<file path="config.mk">
export PLATFORM = sky130hd
export DESIGN_NAME = pwm_slice
export DESIGN_NICKNAME = d
export VERILOG_FILES = /design/src/rtl/pwm_slice_pkg.sv /design/src/rtl/pwm_en_sync.sv /design/src/rtl/pwm_counter.sv /design/src/rtl/pwm_wave.sv /design/src/rtl/pwm_slice.sv
export SDC_FILE = /design/constraint.sdc
export NUM_CORES = 1
export LEC_CHECK = 0
export ABC_AREA = 1
export BUFFER_PORTS_ARGS = -buffer_cell sky130_fd_sc_hd__buf_4
export CAP_MARGIN = 20
export CORE_MARGIN = 3
export CORE_UTILIZATION = 40
export DETAILED_ROUTE_END_ITERATION = 10
export GPL_TIMING_DRIVEN = 0
export SYNTH_ARGS = -nofsm -noshare
export SYNTH_HDL_FRONTEND = slang
export SYNTH_SLANG_ARGS = --single-unit
</file>
<file path="constraint.sdc">
create_clock -name clk -period 4.72 [get_ports clk]
set_input_delay 0.472 -clock clk [delete_from_list [all_inputs] [get_ports clk]]
set_output_delay 0.472 -clock clk [all_outputs]
set_load 0.05 [all_outputs]
</file>
<file path="src/rtl/pwm_slice_pkg.sv">
// Shared types for the PWM slice.
package pwm_slice_pkg;
    typedef enum logic {
        ALIGN_LEFT   = 1'b0,
        ALIGN_CENTER = 1'b1
    } align_e;
endpackage

</file>
<file path="src/rtl/pwm_en_sync.sv">
// Enable synchronizer: samples the run request only on a clock-source tick,
// so counting starts and stops on source boundaries.
// Assumes tick is a single-cycle pulse.
module pwm_en_sync (
    input  logic clk,
    input  logic rst_n,
    input  logic tick,
    input  logic chan_en,
    output logic run,
    output logic step
);
    // Capture the request at each source edge.
    always_ff @(posedge clk) begin
        if (!rst_n)
            run <= 1'b0;
        else if (tick)
            run <= chan_en;
    end

    // Gated clock-enable into the counter.
    assign step = tick & run;
endmodule

</file>
<file path="src/rtl/pwm_counter.sv">
// Up/down channel counter with working copies of period, duty and alignment.
// Copies reload while stopped, or on the step that returns the count to zero.
// Assumes the count never exceeds the working period (guaranteed by reload timing).
module pwm_counter
    import pwm_slice_pkg::*;
#(
    parameter int W = 8
) (
    input  logic         clk,
    input  logic         rst_n,
    input  logic         run,
    input  logic         step,
    input  align_e       mode_in,
    input  logic [W-1:0] per_in,
    input  logic [W-1:0] duty_in,
    output logic [W-1:0] cnt,
    output logic [W-1:0] per_w,
    output logic [W-1:0] duty_w,
    output align_e       mode_w,
    output logic [W-1:0] cnt_n,
    output logic         up_n,
    output logic [W-1:0] per_n,
    output logic [W-1:0] duty_n,
    output align_e       mode_n
);
    localparam logic [W-1:0] ONE   = W'(1);
    localparam logic [W:0]   ONE_X = (W+1)'(1);

    logic         up;
    logic         load;
    logic [W:0]   cnt_inc;

    assign cnt_inc = {1'b0, cnt} + ONE_X;

    // Next count and direction for one tick step.
    always_comb begin
        cnt_n = cnt;
        up_n  = up;
        if (!run) begin
            cnt_n = '0;
            up_n  = 1'b1;
        end else if (step) begin
            if (mode_w == ALIGN_CENTER) begin
                if (up) begin
                    if (cnt >= per_w) begin
                        if (per_w <= ONE) begin
                            cnt_n = '0;
                            up_n  = 1'b1;
                        end else begin
                            cnt_n = per_w - ONE;
                            up_n  = 1'b0;
                        end
                    end else begin
                        cnt_n = cnt_inc[W-1:0];
                    end
                end else begin
                    if (cnt <= ONE) begin
                        cnt_n = '0;
                        up_n  = 1'b1;
                    end else begin
                        cnt_n = cnt - ONE;
                        up_n  = 1'b0;
                    end
                end
            end else begin
                up_n = 1'b1;
                if (cnt_inc >= {1'b0, per_w})
                    cnt_n = '0;
                else
                    cnt_n = cnt_inc[W-1:0];
            end
        end
    end

    // Reload point: stopped, or a step landing on count zero.
    assign load   = !run || (step && (cnt_n == '0));
    assign per_n  = load ? per_in  : per_w;
    assign duty_n = load ? duty_in : duty_w;
    assign mode_n = load ? mode_in : mode_w;

    // State registers.
    always_ff @(posedge clk) begin
        if (!rst_n) begin
            cnt    <= '0;
            up     <= 1'b1;
            per_w  <= '0;
            duty_w <= '0;
            mode_w <= ALIGN_LEFT;
        end else begin
            cnt    <= cnt_n;
            up     <= up_n;
            per_w  <= per_n;
            duty_w <= duty_n;
            mode_w <= mode_n;
        end
    end
endmodule

</file>
<file path="src/rtl/pwm_wave.sv">
// Output flop driven by duty/period equality matches, plus the polarity mux.
// The flop holds 1 for the starting phase of a cycle. Duty 0 and
// duty >= period override the matches with constant levels.
module pwm_wave
    import pwm_slice_pkg::*;
#(
    parameter int W = 8
) (
    input  logic         clk,
    input  logic         rst_n,
    input  logic         run,
    input  logic         step,
    input  logic [W-1:0] cnt_n,
    input  logic         up_n,
    input  logic [W-1:0] per_n,
    input  logic [W-1:0] duty_n,
    input  align_e       mode_n,
    input  logic         pol_hi,
    output logic         pwm_out
);
    logic phase_q;
    logic phase_n;

    // Next phase from constant overrides, then from equality matches.
    always_comb begin
        phase_n = phase_q;
        if (duty_n == '0)
            phase_n = 1'b0;
        else if (duty_n >= per_n)
            phase_n = 1'b1;
        else if (!run)
            phase_n = 1'b1;
        else if (step) begin
            if (cnt_n == '0)
                phase_n = 1'b1;
            else if (cnt_n == duty_n)
                phase_n = (mode_n == ALIGN_CENTER) && !up_n;
        end
    end

    // Output flip-flop.
    always_ff @(posedge clk) begin
        if (!rst_n)
            phase_q <= 1'b0;
        else
            phase_q <= phase_n;
    end

    // Polarity mux: true or inverted flop output.
    assign pwm_out = pol_hi ? phase_q : ~phase_q;
endmodule

</file>
<file path="src/rtl/pwm_slice.sv">
// Top of the PWM channel slice: enable synchronizer, counter with working
// registers, and output stage. Assumes tick comes from an external clock select.
module pwm_slice
    import pwm_slice_pkg::*;
#(
    parameter int W = 8
) (
    input  logic         clk,
    input  logic         rst_n,
    input  logic         tick,
    input  logic         chan_en,
    input  logic         pol_hi,
    input  logic         center_sel,
    input  logic [W-1:0] period_in,
    input  logic [W-1:0] duty_in,
    output logic         pwm_out
);
    logic         run;
    logic         step;
    logic [W-1:0] cnt;
    logic [W-1:0] per_w;
    logic [W-1:0] duty_w;
    align_e       mode_w;
    logic [W-1:0] cnt_n;
    logic         up_n;
    logic [W-1:0] per_n;
    logic [W-1:0] duty_n;
    align_e       mode_n;
    align_e       mode_in;

    assign mode_in = center_sel ? ALIGN_CENTER : ALIGN_LEFT;

    pwm_en_sync u_sync (
        .clk     (clk),
        .rst_n   (rst_n),
        .tick    (tick),
        .chan_en (chan_en),
        .run     (run),
        .step    (step)
    );

    pwm_counter #(.W(W)) u_cnt (
        .clk     (clk),
        .rst_n   (rst_n),
        .run     (run),
        .step    (step),
        .mode_in (mode_in),
        .per_in  (period_in),
        .duty_in (duty_in),
        .cnt     (cnt),
        .per_w   (per_w),
        .duty_w  (duty_w),
        .mode_w  (mode_w),
        .cnt_n   (cnt_n),
        .up_n    (up_n),
        .per_n   (per_n),
        .duty_n  (duty_n),
        .mode_n  (mode_n)
    );

    pwm_wave #(.W(W)) u_wave (
        .clk     (clk),
        .rst_n   (rst_n),
        .run     (run),
        .step    (step),
        .cnt_n   (cnt_n),
        .up_n    (up_n),
        .per_n   (per_n),
        .duty_n  (duty_n),
        .mode_n  (mode_n),
        .pol_hi  (pol_hi),
        .pwm_out (pwm_out)
    );
endmodule

</file>
==> impl_metrics.py <==
metrics = {
    "synth": {
        "synth_seq_area_share": 0.184,
        "synth.area.mux_share": 0,
        "synth_cells": 524,
        "yosys.cell_types.count": 34,
        "async_flop_share": 0,
        "synth_edf_count": 0,
        "synth_compound_area_frac": 0.0887,
        "synthXorXnorAreaFrac": 0.0173,
        "synthSimpleGateAreaFrac": 0.463,
        "syn_nets": 575,
        "synth_top_family_by_area": "simple AND/OR/NAND/NOR gates",
        "synth_adder_area_share": 0.119,
        "synth_area_per_cell_um2": 5.81,
        "ys.flop_type": "dfxtp_1",
        "yosysWarnings": 0,
        "ys_seq_elements": 28,
        "syn-cell-area_um2": 3050,
    },
    "pwr": {
        "p_int_uw": 599,
        "swShare": 0.463,
        "p_switching_uw": 515,
        "ir_drop_v": 0.000230,
        "pwr-share-comb": 0.604,
        "p_leak_uw": 0.00214,
        "powerDensity_nw_per_um2": 292,
        "p_clk_frac": 0.137,
        "pwr-share-seq": 0.259,
    },
    "setup_path": {
        "critPathArrivalTime_ns": 4.95,
        "crit_slowest_cell": "dfxtp_4",
        "worstPathMaxFanout": 8,
        "worst-r2r-cell-count": 32,
        "r2r-start": "u_cnt.cnt[0]",
        "reg2reg_to": "u_wave.phase_q",
        "worstSetupPathType": "register to register",
        "endpoint_kind": "register",
        "reg2reg_slack_ns": -0.04,
        "crit_end": "u_wave.phase_q",
        "crit_required_ns": 4.91,
        "slowest_delay_ns": 0.41,
        "startpoint_type": "register",
        "cp-startpoint": "u_cnt.cnt[0]",
    },
    "layout": {
        "nets": 627,
        "stdcell_area_um2": 3820,
        "n_antenna_cell": 0,
        "syn2layout_area_growth_pct": 25.4,
        "drive_gt1_frac": 0.250,
        "nFillCells": 759,
    },
    "sta": {
        "worst_pin_slew_ns": 0.517,
        "fin_crit_ns": 4.76,
        "rsz0062_at_grt": "yes",
        "max_slew_margin": 0.655,
        "fin_ws_ns": -0.0418,
        "finalHoldViolations": 0,
        "setup_viol": 1,
        "whs_ns": 0.380,
        "fmax_mhz": 210,
        "fin_crit_sh": 1.01,
        "skew_ns": 0.00857,
        "final_max_slew_viol_count": 0,
    },
    "clock_tree": {
        "cts_max_level": 1,
        "clkSinkCount": 28,
        "clock_path_buffers": 2,
        "clk_latency_ns": 0.28,
        "clockRootBuffer": "clkbuf_8",
        "cts_tree": "done",
        "numCtsBuffers": 3,
        "clk_pin_slew_worst_paths_ns": 0.10,
    },
    "worst_hold_path": {
        "hp-class": "input port to register",
    },
    "grt": {
        "antenna_found_initial": 0,
        "grt_pass1_vias": 3233,
        "grt_max_degree": 16,
        "grt_pass1_wl_um": 15700,
        "grt-ovfl-total": 0,
        "grtUsageTotal": 0.230,
    },
    "outcome": {
        "status": "complete, but fails checks",
        "failed_checks": "negative setup slack",
    },
    "detailed_routing": {
        "ant_nets": 0,
        "drt-initial-drc-count": 196,
        "vias": 3352,
        "dr.pass1.iters": 4,
        "wl_per_cell_um": 14.2,
        "viasPerCell": 4.97,
        "routed_wl_um": 9540,
        "drc": 0,
    },
    "floorplan": {
        "die_area_um2": 8700,
        "die_x_um": 93.3,
        "fp.coreArea_um2": 7330,
        "placementRows": 31,
        "initial_core_util": 0.415,
        "die_height_um": 93.3,
        "ios": 23,
    },
    "placed_design": {
        "globalplace.congestion": 0.922,
        "hpwl_um": 7240,
        "portBuffers": 22,
        "placed_area_um2": 3330,
        "pre_cts_ws_ns": -1.03,
    },
    "job": {
        "drv_cap": 0,
    },
}
what timing repair did:
action | in CTS | in global routing
endpoints found under the hold margin | 0 | 0
setup endpoints to repair | 1 | 1
hold buffers | 0 | 0
gates resized for setup | 54 | 18
setup buffers | 20 | 5
pin swaps | 33 | 30
cloned | 0 | 0
power groups by stage:
stage | clock network, uW | registers, uW | logic [uW]
6_report | 153 | 289 | 672
3_3_place_gp | 0 | 296 | 576
5_1_grt | 168 | 294 | 768
4_1_cts | 155 | 289 | 649
2_1_floorplan | 0 | 288 | 445
3_5_place_dp | 0 | 296 | 583
cells in the final DEF, fill, tap and decap left out, drive strengths merged, types with 7 or more instances in the layout:
cell	netlist	final
buf	8	55
inv	84	84
a21oi	17	17
nand4	16	16
o21ai	18	18
nand3	47	47
dfxtp	28	28
clkbuf	3	7
ha	29	29
nor2	76	76
nand2	172	172
layer usage:
layer	part of all wire	up-vias	routed length, um	track usage
met4	0.021	0	199	0.0781
met3	0.041	14	395	0.0233
met2	0.48	75	4610	0.396
li1	-	1745	-	-
met5	0	-	0	0
met1	0.45	1518	4340	0.299
registers in the layout, indices dropped and copies added, names as in the netlist:
register        count
u_wave.phase_q      1
u_cnt.up            1
u_cnt.mode_w        1
u_cnt.per_w         8
u_cnt.duty_w        8
u_sync.run          1
u_cnt.cnt           8
critical path, delay by kind of cell (launching register included):
kind	cells	cell delay, ns
buffers and inverters	5	0.38
and+or+nand+nor	15	1.76
DFF	1	0.41
adders and majority gates	3	0.72
xor gates and xnor gates	1	0.19
AOI/OAI and AO/OA	8	1.19
cell families after synthesis:
family          Yosys count
xor+xnor                  6
flops                    28
compound gates           45
buf+inv                  98
simple gates            318
fa+ha+maj                29
cell usage after synthesis (2+ instances only):
| cell | instances | share of area |
|---|---|---|
| nand2_2 | 14 | 0.029 |
| a21o_1 | 2 | 0.0049 |
| nand3_1 | 43 | 0.071 |
| nand3b_1 | 3 | 0.0074 |
| inv_2 | 6 | 0.0074 |
| nand2_1 | 158 | 0.19 |
| buf_6 | 2 | 0.0074 |
| nor2_2 | 5 | 0.010 |
| xor2_1 | 5 | 0.014 |
| clkbuf_1 | 3 | 0.0037 |
| clkinv_1 | 3 | 0.0037 |
| nand4_1 | 15 | 0.031 |
| inv_1 | 78 | 0.096 |
| ha_1 | 29 | 0.12 |
| nor2_1 | 69 | 0.085 |
| o21a_1 | 4 | 0.0099 |
| nand3_2 | 4 | 0.013 |
| buf_2 | 6 | 0.0099 |
| o21ai_1 | 2 | 0.0033 |
| nor2_4 | 2 | 0.0074 |
| o21ai_0 | 15 | 0.025 |
| dfxtp_1 | 28 | 0.18 |
| a21oi_1 | 17 | 0.028 |
final cells by class:
class	count	area, um^2	area share
timing repair buffer	47	353	0.0924
tap	99	124	0.0324
clock buffer	4	55.1	0.0144
inverter	87	327	0.0855
multi-input combinational	398	2300	0.601
sequential	28	582	0.152
buffer	11	82.6	0.0216
per-stage QoR:
stage	instances	setup TNS [ns]	power, uW	util
2_1_floorplan	524	0	733	-
3_3_place_gp	645	-1.08	872	0.455
3_5_place_dp	645	-1.03	880	0.455
4_1_cts	669	-0.0556	1090	0.507
5_1_grt	674	-0.424	1230	0.521
6_report	674	-0.0418	1110	0.521
how the worst min path moves through the flow:
stage | slack, ns | from | cells after the start | to
final | 0.38 | rst_n | 2 | u_cnt.up
after global routing | 0.38 | rst_n | 2 | u_cnt.up
after CTS | 0.37 | rst_n | 2 | u_cnt.up
after detailed placement | 0.55 | u_wave.phase_q | 4 | u_wave.phase_q
after global placement | 0.55 | u_wave.phase_q | 4 | u_wave.phase_q
after floorplan | 0.52 | u_cnt.mode_w | 3 | u_cnt.up
Note: power is estimated with default switching activity, not from simulation.
